**src/rtl/dcmp_pkg.sv**
```systemverilog
package dcmp_pkg;

    localparam int NUM_EVT  = 4;
    localparam int NUM_SIG  = 4;
    localparam int QUAL_W   = 3;

    typedef enum logic [1:0] {
        EV_A1 = 2'd0,
        EV_A2 = 2'd1,
        EV_B1 = 2'd2,
        EV_B2 = 2'd3
    } evt_id_e;

    typedef enum logic [QUAL_W-1:0] {
        Q_OFF        = 3'd0,
        Q_HI_LOW     = 3'd1,
        Q_HI_HIGH    = 3'd2,
        Q_LO_LOW     = 3'd3,
        Q_LO_HIGH    = 3'd4,
        Q_HLOW_LHIGH = 3'd5
    } qual_e;

    typedef struct packed {
        logic hi;
        logic lo;
    } sig_pair_t;

    function automatic logic qualify(logic [QUAL_W-1:0] code, sig_pair_t p);
        logic r;
        case (code)
            Q_HI_LOW:     r = ~p.hi;
            Q_HI_HIGH:    r = p.hi;
            Q_LO_LOW:     r = ~p.lo;
            Q_LO_HIGH:    r = p.lo;
            Q_HLOW_LHIGH: r = ~p.hi & p.lo;
            default:      r = 1'b0;
        endcase
        return r;
    endfunction

endpackage

```
**src/rtl/dcmp_src_sel.sv**
```systemverilog
module dcmp_src_sel #(
    parameter int N_TRIP = 3,
    parameter int N_CMP  = 3,
    parameter int SEL_W  = 3
) (
    input  logic [N_TRIP-1:0] trip_in,
    input  logic [N_TRIP-1:0] trip_pol,
    input  logic [N_CMP-1:0]  cmp_in,
    input  logic [SEL_W-1:0]  sel,
    output logic              sig
);
    localparam int NSRC     = N_TRIP + N_CMP;
    localparam int NSRC_PAD = 1 << SEL_W;

    logic [NSRC_PAD-1:0] src_pad;

    always_comb begin
        src_pad = '0;
        src_pad[NSRC-1:0] = {cmp_in, trip_in ^ trip_pol};
    end

    assign sig = src_pad[sel];
endmodule

```
**src/rtl/dcmp_qual.sv**
```systemverilog
module dcmp_qual
    import dcmp_pkg::*;
(
    input  logic [QUAL_W-1:0] code,
    input  sig_pair_t         pair,
    input  logic              use_filt,
    input  logic              filt,
    output logic              lvl
);
    logic raw;

    assign raw = qualify(code, pair);
    assign lvl = use_filt ? filt : raw;
endmodule

```
**src/rtl/dcmp_evt_out.sv**
```systemverilog
module dcmp_evt_out
    import dcmp_pkg::*;
(
    input  logic               clk,
    input  logic               rst,
    input  logic [NUM_EVT-1:0] evt_lvl,
    input  logic [NUM_EVT-1:0] int_en,
    input  logic [NUM_EVT-1:0] int_clr,
    input  logic               soc_a_en,
    input  logic               soc_b_en,
    input  logic               sync_in,
    input  logic               sw_sync,
    output logic [NUM_EVT-1:0] evt_flag,
    output logic               irq,
    output logic               soc_a,
    output logic               soc_b,
    output logic               ctr_sync
);
    localparam int IA1 = int'(EV_A1);
    localparam int IB1 = int'(EV_B1);

    logic [NUM_EVT-1:0] lvl_q;
    logic [NUM_EVT-1:0] rise;

    assign rise = evt_lvl & ~lvl_q;

    always_ff @(posedge clk) begin
        if (rst) begin
            lvl_q    <= '0;
            evt_flag <= '0;
            soc_a    <= 1'b0;
            soc_b    <= 1'b0;
            ctr_sync <= 1'b0;
        end else begin
            lvl_q    <= evt_lvl;
            // a fresh edge outranks a clear in the same cycle
            evt_flag <= (evt_flag & ~int_clr) | (rise & int_en);
            soc_a    <= rise[IA1] & soc_a_en;
            soc_b    <= rise[IB1] & soc_b_en;
            ctr_sync <= sync_in | sw_sync | rise[IA1] | rise[IB1];
        end
    end

    assign irq = |evt_flag;
endmodule

```
**src/rtl/dcmp_event_gen.sv**
```systemverilog
module dcmp_event_gen
    import dcmp_pkg::*;
#(
    parameter int N_TRIP = 3,
    parameter int N_CMP  = 3,
    localparam int SEL_W = $clog2(N_TRIP + N_CMP + 1)
) (
    input  logic                      clk,
    input  logic                      rst,
    input  logic [N_TRIP-1:0]         trip_in,
    input  logic [N_TRIP-1:0]         trip_pol,
    input  logic [N_CMP-1:0]          cmp_in,
    input  logic [NUM_SIG*SEL_W-1:0]  sig_sel,
    input  logic [NUM_EVT*QUAL_W-1:0] qual_code,
    input  logic [NUM_EVT-1:0]        filt_sel,
    input  logic [NUM_EVT-1:0]        filt_evt,
    input  logic [NUM_EVT-1:0]        int_en,
    input  logic [NUM_EVT-1:0]        int_clr,
    input  logic                      soc_a_en,
    input  logic                      soc_b_en,
    input  logic                      sync_in,
    input  logic                      sw_sync,
    output logic [NUM_EVT-1:0]        evt_force,
    output logic [NUM_EVT-1:0]        evt_flag,
    output logic                      irq,
    output logic                      soc_a,
    output logic                      soc_b,
    output logic                      ctr_sync
);
    logic [NUM_SIG-1:0] sig;
    logic [NUM_EVT-1:0] evt_lvl;

    for (genvar s = 0; s < NUM_SIG; s++) begin : g_sig
        dcmp_src_sel #(.N_TRIP(N_TRIP), .N_CMP(N_CMP), .SEL_W(SEL_W)) u_sel (
            .trip_in (trip_in),
            .trip_pol(trip_pol),
            .cmp_in  (cmp_in),
            .sel     (sig_sel[s*SEL_W +: SEL_W]),
            .sig     (sig[s])
        );
    end

    for (genvar e = 0; e < NUM_EVT; e++) begin : g_evt
        localparam int CH = e / 2;
        sig_pair_t pair;
        assign pair.hi = sig[2*CH];
        assign pair.lo = sig[2*CH+1];

        dcmp_qual u_qual (
            .code    (qual_code[e*QUAL_W +: QUAL_W]),
            .pair    (pair),
            .use_filt(filt_sel[e]),
            .filt    (filt_evt[e]),
            .lvl     (evt_lvl[e])
        );
    end

    assign evt_force = evt_lvl;

    dcmp_evt_out u_out (
        .clk     (clk),
        .rst     (rst),
        .evt_lvl (evt_lvl),
        .int_en  (int_en),
        .int_clr (int_clr),
        .soc_a_en(soc_a_en),
        .soc_b_en(soc_b_en),
        .sync_in (sync_in),
        .sw_sync (sw_sync),
        .evt_flag(evt_flag),
        .irq     (irq),
        .soc_a   (soc_a),
        .soc_b   (soc_b),
        .ctr_sync(ctr_sync)
    );
endmodule

```
**config.mk**
```make
export PLATFORM = sky130hd
export DESIGN_NAME = dcmp_event_gen
export DESIGN_NICKNAME = d
export VERILOG_FILES = /design/src/rtl/dcmp_pkg.sv /design/src/rtl/dcmp_src_sel.sv /design/src/rtl/dcmp_qual.sv /design/src/rtl/dcmp_evt_out.sv /design/src/rtl/dcmp_event_gen.sv
export SDC_FILE = /design/constraint.sdc
export NUM_CORES = 1
export LEC_CHECK = 0
export ABC_CLOCK_PERIOD_IN_PS = 5720
export BUFFER_PORTS_ARGS = -buffer_cell sky130_fd_sc_hd__buf_2
export CAP_MARGIN = 30
export CORE_UTILIZATION = 43
export DETAILED_ROUTE_END_ITERATION = 12
export GPL_TIMING_DRIVEN = 1
export PLACE_DENSITY_LB_ADDON = 0.15
export SLEW_MARGIN = 20
export SYNTH_ARGS = -nofsm -noshare
export SYNTH_HDL_FRONTEND = slang
export SYNTH_SLANG_ARGS = --single-unit
export TNS_END_PERCENT = 20
```
**constraint.sdc**
```tcl
create_clock -name clk -period 5.72 [get_ports clk]
set_input_delay 1.144 -clock clk [delete_from_list [all_inputs] [get_ports clk]]
set_output_delay 1.144 -clock clk [all_outputs]
set_load 0.02 [all_outputs]
```
* After elaboration in Yosys (flattened, before gate mapping)
Cells that the tools add are included.
** Cells by class
- Bitwise operators :: 18
- Reductions and logical operators :: 1
- $lt $le $gt $ge :: 4
- Eq/ne operators :: 20
- Multiplexer cells :: 16
** Operators by type and width (number)
- $eq 3x2->1 const B :: 8
- $eq 3x3->1 const B :: 8
- $pmux 1 s5 :: 4
- $lt 3x4->1 const B :: 4
- $and 4x4->4 :: 3
- $bmux 1 s3 :: 4
- $eq 3x1->1 const B :: 4
- $mux 1 :: 8
- $not 4->4 :: 2
- $and 1x1->1 :: 4
- $not 1->1 :: 4
- $or 4x4->4 :: 1
- $reduce_or 4->1 :: 1
- $or 1x1->1 :: 3
- $xor 3x3->3 :: 1
** Word-level totals
- Word-level logic and storage cells :: 64
- Input port bits :: 55
- Bits in registers :: 11

* Logic depth before layout (Yosys ltp)
Gate-level depths: netlist (run 1).
- Depth in word-level cells :: 10
- Mapped depth :: 7
- Depth with buffers taken out :: 6

* By module
A second synthesis (run 1) with hierarchy kept.
** Unflattened totals
- Cell total of the unflattened synthesis :: 119
- Area total of the unflattened synthesis :: 962.2 µm²
** Modules (own cells, without submodules)
- dcmp_evt_out :: area an instance 371.6 µm², sequential area each 220.2 µm², cells an instance 35, times used 1
- dcmp_src_sel :: area an instance 80.1 µm², sequential area each 0.0 µm², cells an instance 10, times used 4
- dcmp_qual :: area an instance 67.6 µm², sequential area each 0.0 µm², cells an instance 11, times used 4

* Least setup slack after synthesis (run 1)
No wires, ideal clock.
- Kind :: input port to output port
- Start :: input port trip_pol[1]
- End :: output port evt_force[1]
- Arrival :: 2.607 ns
- Stages on the path :: 7
- Required time :: 4.576 ns
- Slack :: 1.969 ns
- Cells stage by stage :: xor2_1 -> mux4_2 -> o2bb2ai_2 -> a211o_1 -> o21ai_0 -> inv_1 -> buf_4
** On the way
- Longest elaborated chain between the ends :: 7
** Ends and longest elaborated chain
- start: declaration :: line dcmp_event_gen.sv:11 : input logic [N_TRIP-1:0] trip_pol,
- $xor 3x3->3 * :: line dcmp_src_sel.sv:19 : src_pad[NSRC-1:0] = {cmp_in, trip_in ^ trip_pol};
- $bmux 1 s3 :: line dcmp_src_sel.sv:22 : assign sig = src_pad[sel];
- $mux 1 (implied by the code) :: line dcmp_src_sel.sv:22
- $not 1->1 :: line dcmp_pkg.sv:31, dcmp_pkg.sv:35
- $and 1x1->1 :: line dcmp_pkg.sv:35 : Q_HLOW_LHIGH: r = ~p.hi & p.lo;
- $pmux 1 s5 * :: line dcmp_pkg.sv:30 : case (code)
- $mux 1 * :: line dcmp_qual.sv:13 : assign lvl = use_filt ? filt : raw;
- end: declaration :: line dcmp_event_gen.sv:23 : output logic [NUM_EVT-1:0] evt_force,
Every way passes the cells marked *; elsewhere a longest branch is shown, timed or not. The select of a mux whose other input is x is not followed.

* Worst setup path in the final report (run 1)
- Start :: input port trip_pol[0]
- End :: output port evt_force[1]
The elaborated chain is that of the path after synthesis.

==> results of run 1 <==
cell type report:
cell class | instances | area share [%]
Timing Repair Buffer | 66 | 25.2
Sequential cell | 11 | 16.8
Multi-Input combinational cell | 94 | 50.3
Inverter | 11 | 3.15
Clock buffer | 4 | 2.00
Tap cell | 27 | 2.58
cells by family (layout without fill, tap and decap cells):
group / after synthesis / after routing / synth area share, %
AOI/OAI and AO/OA: 34 / 34 / 29.8
xor gates and xnor gates: 3 / 3 / 2.75
buffers and inverters: 16 / 81 / 7.86
DFF: 11 / 11 / 23.1
muxes: 4 / 4 / 5.64
and+or+nand+nor: 53 / 53 / 30.9
worst register-to-register path, delay by kind of cell (launching register included):
family,cells,cell delay [ns]
DFF,1,0.36
AOI/OAI and AO/OA,1,0.10
and+or+nand+nor,3,0.38
worst min-delay path by stage:
stage | start | end | slack [ns] | depth (start not counted)
detailed placement | u_out.lvl_q[3] | u_out.evt_flag[3] | 0.43 | 1
CTS | u_out.lvl_q[3] | u_out.evt_flag[3] | 0.45 | 1
finish | u_out.lvl_q[3] | u_out.evt_flag[3] | 0.45 | 1
global route | u_out.lvl_q[3] | u_out.evt_flag[3] | 0.48 | 1
global placement | u_out.lvl_q[3] | u_out.evt_flag[3] | 0.43 | 1
floorplan | u_out.lvl_q[3] | u_out.evt_flag[3] | 0.40 | 1
cells in the final DEF (no fill, tap or decap), types with 3 or more instances in the layout:
cell type / instances
sky130_fd_sc_hd__o21bai_1: 3
sky130_fd_sc_hd__xor2_1: 3
sky130_fd_sc_hd__o21ai_0: 5
sky130_fd_sc_hd__nand2_1: 7
sky130_fd_sc_hd__nand2b_1: 11
sky130_fd_sc_hd__nor3_1: 5
sky130_fd_sc_hd__dfxtp_1: 11
sky130_fd_sc_hd__inv_1: 11
sky130_fd_sc_hd__buf_2: 66
sky130_fd_sc_hd__o2111ai_1: 3
sky130_fd_sc_hd__clkbuf_4: 3
sky130_fd_sc_hd__nor2_1: 12
per-layer routing:
metal	GRT usage, %	wire length (µm)	up-vias
met1	28.2	1220	524
met4	7.84	0	0
met5	0	0	-
met3	4.36	149	0
met2	41.1	1270	43
li1	-	-	586
power by group:
| group | internal, µW | leakage (µW) | switching, µW |
|---|---|---|---|
| clock | 26.9 | 0.0000150 | 26.1 |
| combinational | 41.0 | 0.000560 | 48.5 |
| sequential | 82.4 | 0.0000909 | 2.76 |
metrics by stage:
step                      cell area (µm²)  worst slack [ns]  power [µW]
after floorplan                       955              1.97         140
after global placement               1280              1.71         174
after detailed placement             1280              1.71         176
after CTS                            1310              1.70         229
after global routing                 1310              1.52         242
final                                1310              1.70         228
state kept, by name, indices dropped and copies added, names as in the netlist:
signal	cells
u_out.soc_b	1
u_out.ctr_sync	1
u_out.evt_flag	4
u_out.soc_a	1
u_out.lvl_q	4
==> impl_metrics.yaml, run 1 <==
status:
  result_of_the_run: "complete, no violations"
pwr:
  max-vdd-ir-drop_uv: 137
  p_leak_uw: 0.000666
  power.density_nw_per_um2: 174
sta:
  timing.hold.ws_ns: 0.450
  fin_worst_skew_ns: 0.00422
  worst_slew_margin_rel_pct: 63.2
  rsz_0062_raised_after_global_routing: "no"
  setup-violations-final: 0
  final_critical_path_required_period_ns: 4.02
  slew_violations: 0
  fmaxAchievable_mhz: 249
  worst_pin_slew_ns: 0.544
  finalSetupTns_ns: 0
  timing_hold_violations_final: 0
  fin_crit_sh_pct: 70.3
logic_synthesis:
  synth_edf_count: 0
  ys_ff_latch: 11
  synth-warning-count: 0
  synthMostInstantiatedCell: "sky130_fd_sc_hd__nor2_1"
  synth.top_cell.area_share_pct: 23.1
  synth.cell_area_um2: 955
  synth.yosys.seq_area_share_pct: 23.1
  ys_async_sr_fraction_pct: 0
  synth-main-ff-cell: "sky130_fd_sc_hd__dfxtp_1"
  synth_area_per_cell_um2: 7.89
  synth_common_cells: "sky130_fd_sc_hd__nor2_1 (12), sky130_fd_sc_hd__dfxtp_1 (11), sky130_fd_sc_hd__inv_1 (11), sky130_fd_sc_hd__nand2b_1 (11), sky130_fd_sc_hd__nand2_1 (7)"
  post_synth_main_area_contributors: "sky130_fd_sc_hd__dfxtp_1 (23%), sky130_fd_sc_hd__nand2b_1 (7.2%), sky130_fd_sc_hd__nor2_1 (4.7%)"
  synthCells: 121
  cell_taking_the_most_area_after_synthesis: "sky130_fd_sc_hd__dfxtp_1"
  syn-num-nets: 176
  post_synth_num_cell_types: 47
drt:
  num_vias: 1153
  drt_drc_violations_left: 0
  first_pass_iters: 4
  finalWirelength_um: 2640
  vias_per_cell: 5.41
  routed_wire_length_per_instance_um: 12.4
  dr.first_iter.drc_count: 12
  drtAntennaViolNets: 0
worst_setup_path:
  cp.arrival_ns: 2.88
  capture_point_of_the_critical_path: "evt_force[1]"
  critical-path-max-stage-delay_ns: 0.50
  crit_slowest_cell: "sky130_fd_sc_hd__mux4_2"
  crit_path_frequent_cell: "sky130_fd_sc_hd__buf_2"
  crit_path_max_fanout: 4
  timing.rr.end: "u_out.ctr_sync"
  timing.rr.start: "u_out.lvl_q[0]"
  path_buf_inv: 3
  critPathKind: "in2out"
  cp.depth: 8
  reg2reg_slack_ns: 4.76
  setup.worst_path.start: "trip_pol[0]"
  ordered_list_of_cells_on_the_worst_path: "buf_2 -> xor2_1 -> mux4_2 -> o2bb2ai_2 -> a211o_1 -> o21ai_0 -> inv_1 -> buf_2"
  timing.critical_path.from_type: "input port"
  worst_path_dominant_cell_family: "compound AO/OA/AOI/OAI gates"
  endpoint_kind: "output pin"
  worst-r2r-cell-count: 4
  worst_ep_required_time_ns: 4.58
finish:
  num-nets-final: 242
  area_overhead_vs_synth_pct: 37.4
  final_layout_size_suffix_gt1_share_pct: 39.8
  multi_input_area_um2: 659
  register_area_um2: 220
  utilization_pct: 64.9
  diodes: 0
  fillers: 188
  post_layout_nonfiller_instances: 213
clocking:
  post-cts-setup-buffer-count: 0
  cts_htree_levels: 1
  clockBufferDepth: 2
  ctsRootBufferMaster: "sky130_fd_sc_hd__clkbuf_4"
  cts_num_sinks: 11
  cts-hold-fix-buffers: 0
  tritoncts: "done"
  cts-buffers-inserted: 3
  cts_resized: 0
  insertion_delay_ns: 0.26
  path_clk_slew_ns: 0.07
die:
  ios: 67
  coreArea_um2: 2020
  fp.dieW_um: 49.1
  num_rows: 16
  design.die.area_um2: 2410
  dieHeight_um: 49.1
  start_util_pct: 47.2
grt:
  global_route_wire_length_before_repair_um: 4550
  largest_net_degree_at_the_start_of_global_routing: 15
  antenna_violations_before_repair: 0
  overflow: 0
  number_of_global_route_vias_before_repair: 1133
  track_usage_pct: 23.4
run:
  maxCapViolations: 0
place:
  buffer_ports.inserted: 66
  placed_cells: 209
  gp_routability_congestion: 0.809
  hpwlAfterDp_um: 2160
worst_hold_path:
  worst_hold_path_class: "reg2reg"
No activity file was read; power rests on OpenSTA's default activity.
==> inputs of run 2 (changes only) <==
--- a/config.mk
+++ b/config.mk
@@ -5,10 +5,10 @@
 export SDC_FILE = /design/constraint.sdc
 export NUM_CORES = 1
 export LEC_CHECK = 0
-export ABC_CLOCK_PERIOD_IN_PS = 5720
+export ABC_CLOCK_PERIOD_IN_PS = 4100
 export BUFFER_PORTS_ARGS = -buffer_cell sky130_fd_sc_hd__buf_2
 export CAP_MARGIN = 30
-export CORE_UTILIZATION = 43
+export CORE_UTILIZATION = 41
 export DETAILED_ROUTE_END_ITERATION = 12
 export GPL_TIMING_DRIVEN = 1
 export PLACE_DENSITY_LB_ADDON = 0.15
==> constraint.sdc (replaced) <==
create_clock -name clk -period 4.1 [get_ports clk]
set_input_delay 0.82 -clock clk [delete_from_list [all_inputs] [get_ports clk]]
set_output_delay 0.82 -clock clk [all_outputs]
set_load 0.02 [all_outputs]
==> run 2 against run 1 <==
  * Flip-flop and latch count is the same
  * Cell count grew 0.47%
  * Highest routed layer is now met4
  * Design area is essentially flat
  * Largest cell class unchanged
  * Core utilization shrank 5.5 points
  * Non-clock buffer count is the same
  * First-iteration DRC count grew 8.3%
  * Hold slack lost 0.018 ns
==> impl_metrics.yaml, run 2 (same netlist as run 1, synthesis figures left out) <==
grt:
  global_route_wire_length_before_repair_um: 4110
  number_of_global_route_vias_before_repair: 1098
  antenna_violations_before_repair: 0
  overflow: 0
  largest_net_degree_at_the_start_of_global_routing: 15
  track_usage_pct: 20.8
place:
  postPlaceCellArea_um2: 1290
  placed_cells: 210
  gp_routability_congestion: 0.838
  pre_cts_slack_ns: 0.752
  hpwlAfterDp_um: 2040
  buffer_ports.inserted: 66
status:
  result_of_the_run: "complete, no violations"
drt:
  vias_per_cell: 5.32
  routed_wire_length_per_instance_um: 11.3
  drtAntennaViolNets: 0
  dr.first_iter.drc_count: 13
  finalWirelength_um: 2410
  num_vias: 1139
  drt_drc_violations_left: 0
  first_pass_iters: 4
pwr:
  fraction_of_power_spent_switching_nets_pct: 33.0
  max-vdd-ir-drop_uv: 206
  p_seq_share_pct: 38.0
  power.density_nw_per_um2: 238
  intPower_uw: 210
  sw_pwr_uw: 103
  power.combinational.fraction_pct: 39.3
  clock_power_share_pct: 22.8
  p_leak_uw: 0.000666
finish:
  area_overhead_vs_synth_pct: 37.5
  num-nets-final: 242
  commonest_non_fill_non_tap_cell_in_the_layout: "sky130_fd_sc_hd__buf_2"
  most-common-layout-cells: "sky130_fd_sc_hd__buf_2 (66), sky130_fd_sc_hd__nor2_1 (12), sky130_fd_sc_hd__nand2b_1 (11), sky130_fd_sc_hd__inv_1 (11), sky130_fd_sc_hd__dfxtp_1 (11)"
  post_layout_nonfiller_instances: 214
  finish.instance_area_um2: 1310
  diodes: 0
  biggestRegsByFlops: "u_out.evt_flag (4), u_out.lvl_q (4)"
  fillers: 221
  final_layout_size_suffix_gt1_share_pct: 39.8
worst_setup_path:
  timing.critical_path.from_type: "input port"
  worst_ep_required_time_ns: 3.28
  reg2reg_slack_ns: 3.15
  cp.arrival_ns: 2.53
  critPathKind: "in2out"
  crit_path_max_fanout: 4
  endpoint_kind: "output pin"
clocking:
  tritoncts: "done"
  post-cts-setup-buffer-count: 0
  cts-hold-fix-buffers: 0
  cts_resized: 0
  insertion_delay_ns: 0.26
  cts_htree_levels: 1
  cts-buffers-inserted: 3
  path_clk_slew_ns: 0.07
  cts_num_sinks: 11
  ctsRootBufferMaster: "sky130_fd_sc_hd__clkbuf_4"
  clockBufferDepth: 2
worst_hold_path:
  worst_hold_path_class: "reg2reg"
sta:
  timing.final.ws_setup_ns: 0.752
  fmaxAchievable_mhz: 299
  rsz_0062_raised_after_global_routing: "no"
  finalSetupTns_ns: 0
  fin_worst_skew_ns: 0.00284
  setup-violations-final: 0
  worst_pin_slew_ns: 0.543
  final_critical_path_required_period_ns: 3.35
  worst_slew_margin_rel_pct: 63.3
  timing.hold.ws_ns: 0.432
  fin_crit_sh_pct: 81.7
  slew_violations: 0
  timing_hold_violations_final: 0
die:
  design.die.area_um2: 2530
  coreArea_um2: 2210
  fp.dieW_um: 50.3
  ios: 67
  num_rows: 17
  dieHeight_um: 50.3
  start_util_pct: 43.2
run:
  maxCapViolations: 0
## run 2: final timing paths
kind                                startpoint           endpoint  depth (start not counted)
worst min register to register  u_out.lvl_q[3]  u_out.evt_flag[3]                          1
worst min-delay path            u_out.lvl_q[3]  u_out.evt_flag[3]                          1
worst max-delay path               trip_pol[1]       evt_force[3]                          8
worst max register to register  u_out.lvl_q[1]  u_out.evt_flag[1]                          2
## run 2: routing by layer
metal / vias to the layer above / share of wire (%) / wire [µm] / track usage, %
met4: 0 / 0.66 / 16 / 6.67
met2: 43 / 48 / 1150 / 35.3
met1: 507 / 45 / 1090 / 25.0
li1: 587 / - / - / -
met3: 2 / 6.4 / 153 / 5.76
met5: - / 0 / 0 / 0
## run 2: worst max-delay path, stage by stage
cell                        delay [ns]
sky130_fd_sc_hd__buf_2            0.10
sky130_fd_sc_hd__xor2_1           0.34
sky130_fd_sc_hd__o2111ai_1        0.24
sky130_fd_sc_hd__and4_1           0.24
sky130_fd_sc_hd__a2111oi_0        0.41
sky130_fd_sc_hd__o41ai_1          0.17
sky130_fd_sc_hd__inv_1            0.07
sky130_fd_sc_hd__buf_2            0.15
## run 2: area by class of cell
cell class / instances / area, µm² / area share (%)
Clock buffer: 4 / 26.3 / 2.00
Inverter: 11 / 41.3 / 3.15
Multi-Input combinational cell: 94 / 659 / 50.2
Timing Repair Buffer: 66 / 330 / 25.2
Tap cell: 28 / 35.0 / 2.67
Sequential cell: 11 / 220 / 16.8
## run 2: power by group through the flow
stage | clock network, µW | logic (µW) | registers, µW
floorplan | 0 | 69.2 | 127
global placement | 0 | 120 | 121
detailed placement | 0 | 123 | 121
CTS | 74.4 | 123 | 119
global route | 81.7 | 137 | 120
finish | 71.3 | 123 | 119
## run 2: stage by stage
step | utilization, % | total power (µW)
final | 59.3 | 313
after global routing | 59.3 | 338
after CTS | 59.3 | 316
after detailed placement | 58.1 | 244
after global placement | 58.1 | 241
after floorplan | - | 196
